--- src/rtl/bfc_pkg.sv ---
package bfc_pkg;

    localparam int unsigned PC_W    = 32;
    localparam int unsigned N_FE    = 3;
    localparam int unsigned IDX_IF  = 0;
    localparam int unsigned IDX_ID  = 1;
    localparam int unsigned IDX_EX  = 2;

    typedef logic [PC_W-1:0] pc_t;

    typedef struct packed {
        logic vld;
        pc_t  pc;
        pc_t  pred_npc;
        logic is_br;
        logic taken;
        pc_t  target;
    } resolve_t;

    typedef struct packed {
        logic vld;
        pc_t  pc;
        logic taken;
        pc_t  target;
        logic mispred;
    } train_t;

    function automatic pc_t true_successor(resolve_t r, pc_t step);
        if (r.is_br && r.taken)
            return r.target;
        return r.pc + step;
    endfunction

endpackage

--- src/rtl/bfc_outcome.sv ---
module bfc_outcome
    import bfc_pkg::*;
#(
    parameter int unsigned INSN_BYTES = 4
) (
    input  logic     rst,
    input  resolve_t rs,
    output logic     mispred,
    output pc_t      fix_pc
);
    localparam pc_t STEP = pc_t'(INSN_BYTES);

    pc_t succ;

    always_comb begin
        succ    = true_successor(rs, STEP);
        fix_pc  = succ;
        mispred = !rst && rs.vld && (succ != rs.pred_npc);
    end
endmodule

--- src/rtl/bfc_kill_gen.sv ---
module bfc_kill_gen
    import bfc_pkg::*;
#(
    parameter int unsigned RES_STAGE = IDX_EX
) (
    input  logic            mispred,
    input  logic [N_FE-1:0] vld_in,
    output logic [N_FE-1:0] kill,
    output logic [N_FE-1:0] live
);
    for (genvar g = 0; g < N_FE; g++) begin : g_stage
        if (g < RES_STAGE) begin : g_young
            assign kill[g] = mispred;
        end else begin : g_old
            assign kill[g] = 1'b0;
        end
        assign live[g] = vld_in[g] & ~kill[g];
    end
endmodule

--- src/rtl/bfc_train_reg.sv ---
module bfc_train_reg
    import bfc_pkg::*;
(
    input  logic     clk,
    input  logic     rst,
    input  resolve_t rs,
    input  logic     mispred,
    output train_t   rec
);
    always_ff @(posedge clk) begin
        if (rst) begin
            rec <= '0;
        end else begin
            rec.vld     <= rs.vld && rs.is_br;
            rec.pc      <= rs.pc;
            rec.taken   <= rs.taken;
            rec.target  <= rs.target;
            rec.mispred <= mispred;
        end
    end
endmodule

--- src/rtl/branch_flush_ctrl.sv ---
module branch_flush_ctrl
    import bfc_pkg::*;
#(
    parameter int unsigned RES_STAGE  = 2,
    parameter int unsigned INSN_BYTES = 4
) (
    input  logic            clk,
    input  logic            rst,
    input  logic [2:0]      stg_vld,
    input  logic [31:0]     rs_pc,
    input  logic [31:0]     rs_pred_npc,
    input  logic            rs_is_br,
    input  logic            rs_taken,
    input  logic [31:0]     rs_target,
    input  logic [31:0]     fe_pred_npc,
    output logic [2:0]      stg_kill,
    output logic [2:0]      stg_live,
    output logic            redir_vld,
    output logic [31:0]     redir_pc,
    output logic [31:0]     fe_next_pc,
    output logic            upd_vld,
    output logic [31:0]     upd_pc,
    output logic            upd_taken,
    output logic [31:0]     upd_target,
    output logic            upd_mispred
);
    resolve_t rs;
    train_t   rec;
    logic     mispred;
    pc_t      fix_pc;

    always_comb begin
        rs.vld      = stg_vld[RES_STAGE];
        rs.pc       = rs_pc;
        rs.pred_npc = rs_pred_npc;
        rs.is_br    = rs_is_br;
        rs.taken    = rs_taken;
        rs.target   = rs_target;
    end

    bfc_outcome #(.INSN_BYTES(INSN_BYTES)) u_outcome (
        .rst     (rst),
        .rs      (rs),
        .mispred (mispred),
        .fix_pc  (fix_pc)
    );

    bfc_kill_gen #(.RES_STAGE(RES_STAGE)) u_kill (
        .mispred (mispred),
        .vld_in  (stg_vld),
        .kill    (stg_kill),
        .live    (stg_live)
    );

    bfc_train_reg u_train (
        .clk     (clk),
        .rst     (rst),
        .rs      (rs),
        .mispred (mispred),
        .rec     (rec)
    );

    assign redir_vld   = mispred;
    assign redir_pc    = fix_pc;
    assign fe_next_pc  = mispred ? fix_pc : fe_pred_npc;

    assign upd_vld     = rec.vld;
    assign upd_pc      = rec.pc;
    assign upd_taken   = rec.taken;
    assign upd_target  = rec.target;
    assign upd_mispred = rec.mispred;
endmodule

--- config.mk ---
export PLATFORM = sky130hd
export DESIGN_NAME = branch_flush_ctrl
export DESIGN_NICKNAME = d
export VERILOG_FILES = /design/src/rtl/bfc_pkg.sv /design/src/rtl/bfc_outcome.sv /design/src/rtl/bfc_kill_gen.sv /design/src/rtl/bfc_train_reg.sv /design/src/rtl/branch_flush_ctrl.sv
export SDC_FILE = /design/constraint.sdc
export NUM_CORES = 1
export LEC_CHECK = 0
export BUFFER_PORTS_ARGS = -buffer_cell sky130_fd_sc_hd__clkbuf_2
export CAP_MARGIN = 30
export CORE_AREA = 2 2 107 109
export CTS_BUF_LIST = sky130_fd_sc_hd__clkbuf_4
export CTS_CLUSTER_DIAMETER = 100
export DETAILED_ROUTE_END_ITERATION = 6
export DIE_AREA = 0 0 109 111
export GPL_TIMING_DRIVEN = 0
export PLACE_DENSITY = 0.78
export SYNTH_ARGS = -nofsm -noshare
export SYNTH_HDL_FRONTEND = slang
export SYNTH_SLANG_ARGS = --single-unit
--- constraint.sdc ---
create_clock -name clk -period 5.37 [get_ports clk]
set_clock_uncertainty 0.05 [all_clocks]
set_input_delay 1.074 -clock clk [delete_from_list [all_inputs] [get_ports clk]]
set_output_delay 1.074 -clock clk [all_outputs]
set_load 0.1 [all_outputs]
==> flow_summary.json <==
{
  "holdPathEnd": "u_train.rec[66]",
  "clkSinkCount": 67,
  "syn_area_um2": 4646,
  "hp-class": "input port to flip-flop",
  "synthCells": 562,
  "clockBufferDepth": 2,
  "pin_count": 273,
  "die_h_um": 111,
  "reg.largest.list": "u_train.rec: 67 flops",
  "seq_area_frac_synth": 0.2887,
  "drive_above_1_share": 0.4711,
  "start_kind": "input port",
  "maxCapViolCount": 0,
  "wl_um": 19010,
  "path_common_cell": "buf_4",
  "ys_warn_count": 0,
  "grt_start_max_net_pins": 13,
  "rsz0062_at_grt": "yes",
  "dieArea_um2": 12100,
  "ir_worst_vdd_uv": 251.6,
  "htreeDepth": 3,
  "hpwl_um": 14410,
  "overflow": 0,
  "vias": 5494,
  "grt_pass1_wl_um": 27810,
  "yosys_most_used_dff": "dfxtp_1",
  "max_freq_mhz": 187.1,
  "core.rowCount": 39,
  "antenna_found_initial": 1,
  "seq_area_um2": 1341,
  "critPathTopFamily": "buffers and inverters",
  "multiInputGateArea_um2": 3292,
  "critPathKind": "input port to output port",
  "fill_cells": 922,
  "cp_cell_sequence": "buf_8, ha_4, nand4_4, buf_4, buf_4, nor3_4, buf_2, nand2_1, nor4_4, xnor2_1, o2111ai_1, o31ai_2, buf_4, a31oi_4, buf_12, clkbuf_16, mux2_4, buf_12",
  "holdCritStartpoint": "rs_is_br",
  "final_common_cell": "clkbuf_2",
  "area_growth_pct": 57.50,
  "final_cell_mix": "231 x clkbuf_2, 67 x dfxtp_1, 62 x nor2b_1",
  "cp_data_arrival_time_ns": 4.22,
  "status": "complete, no violations",
  "finalNetCount": 995,
  "hold_viol_final": 0,
  "cts_made_buffers": 9,
  "regMostFlops": "u_train.rec",
  "syn_area_per_cell_um2": 8.266,
  "grt_pass1_vias": 5174,
  "cp_num_buf_inv": 8,
  "die_w_um": 109,
  "start_util": 0.4194,
  "post-route-min-period_ns": 5.344,
  "avgViaCountPerCell": 5.450,
  "ant_nets": 0,
  "stdcell_count": 1008,
  "wire_per_inst_um": 18.86,
  "core_um2": 11080,
  "drt_iter0_markers": 465,
  "relSlewSlack": 0.4829,
  "cp.required_ns": 4.25,
  "dp.cells": 965,
  "power_density_nw_per_um2": 265.0,
  "clk_pin_slew_ns": 0.12,
  "min_delay_path_depth": 3,
  "critPathCaptureType": "output port",
  "cp_max_fo": 6,
  "ys_types": 62,
  "route.detailed.drc": 0,
  "synth-seq-cells": 67,
  "tightest_slew_ns": 0.7660,
  "cts_tree": "built",
  "cellLeakagePower_nw": 3.381,
  "place.gp.congestion": 0.9969,
  "grt_use_total": 0.3015,
  "synth_edf_count": 0,
  "postSynth.asyncResetShare": 0,
  "cpPeakStageDelay_ns": 0.31,
  "first_pass_iters": 6,
  "largest_reg_flops": 67,
  "cp_slowest_cell": "mux2_4",
  "synth_nets": 698,
  "slew_violations": 0,
  "final_util": 0.6606,
  "setup_viol": 0,
  "io_buffers": 259,
  "fin_crit_sh": 0.9952,
  "cts_root_buf": "clkbuf_4"
}
cell type report:
class	count	share of cell area
buffer	42	0.03933
antenna	1	0.0003420
inverter	22	0.01129
clock buffer	9	0.009234
sequential	67	0.1833
clock inverter	7	0.01248
tap	143	0.02445
timing repair buffer	286	0.2697
multi-input combinational	431	0.4499
cell usage after synthesis (6+ instances only):
library cell	count	share of area
o21ai_0	31	0.033
nor2b_1	64	0.086
inv_1	22	0.018
nor4_1	8	0.011
mux2_4	27	0.087
nor2_1	34	0.027
nand2b_1	6	0.0081
a31oi_1	8	0.011
xnor2_1	42	0.079
clkbuf_1	25	0.020
dfxtp_1	67	0.29
nand2_1	48	0.039
buf_4	7	0.011
nor3_1	7	0.0075
a21oi_1	20	0.022
nand3_1	21	0.023
and4_1	7	0.013
xor2_1	20	0.038
nand4_1	16	0.022
worst max path at each step:
stage | from | slack, ns | cells after the start | to
floorplan | rs_pc[2] | -0.14 | 7 | fe_next_pc[14]
global placement | rs_pc[2] | -1.37 | 13 | fe_next_pc[18]
detailed placement | rs_taken | -1.24 | 15 | fe_next_pc[15]
CTS | rs_pc[14] | 0.005 | 13 | fe_next_pc[25]
global route | rs_pc[3] | -0.05 | 18 | fe_next_pc[18]
finish | rs_pc[3] | 0.03 | 18 | fe_next_pc[18]
repair_timing:
item                                    4_1_cts  5_1_grt
gates cloned                                  0        3
buffers inserted                             12       11
endpoints found under the hold margin         0        0
hold buffers                                  0        0
pin swaps                                    11       12
endpoints found under the setup margin       37       37
gates resized for setup                      87       87
power by group:
group | switching, W | internal (W)
clock network | 0.000198 | 0.000187
logic | 0.000759 | 0.000264
registers | 0.00000681 | 0.000523
per-stage QoR:
stage	area, um2	total power [W]	hold WS, ns	setup slack (ns)	TNS [ns]
final	7317	0.001939	0.7808	0.02559	0
after global routing	7317	0.002006	0.7603	-0.05277	-1.183
after CTS	6945	0.001891	0.7685	0.004682	0
after detailed placement	6301	0.001465	1.256	-1.239	-43.00
after global placement	6296	0.001460	1.250	-1.366	-47.77
after floorplan	4821	0.001281	1.136	-0.1388	-0.1818
cells by family (layout without fill, tap and decap cells):
group                    Yosys count  count (layout)  share of synthesized area
XOR/XNOR                          62              62                     0.1169
other                              1               2                  0.0008072
flip-flops                        67              67                     0.2887
AO/OA/AOI/OAI                     95              95                     0.1363
AND/OR/NAND/NOR                  240             240                     0.2914
multiplexers                      32              32                    0.09938
buffers and inverters             64             366                    0.06383
adder cells (fa/ha/maj)            1               1                   0.002693
metal layers:
layer	share of wire	wire length, um	GRT usage
met1	0.38	7279	0.3761
met2	0.49	9366	0.4957
met3	0.089	1688	0.06290
met4	0.036	680	0.1299
met5	0	0	0
No activity file was read; power rests on OpenSTA's default activity.
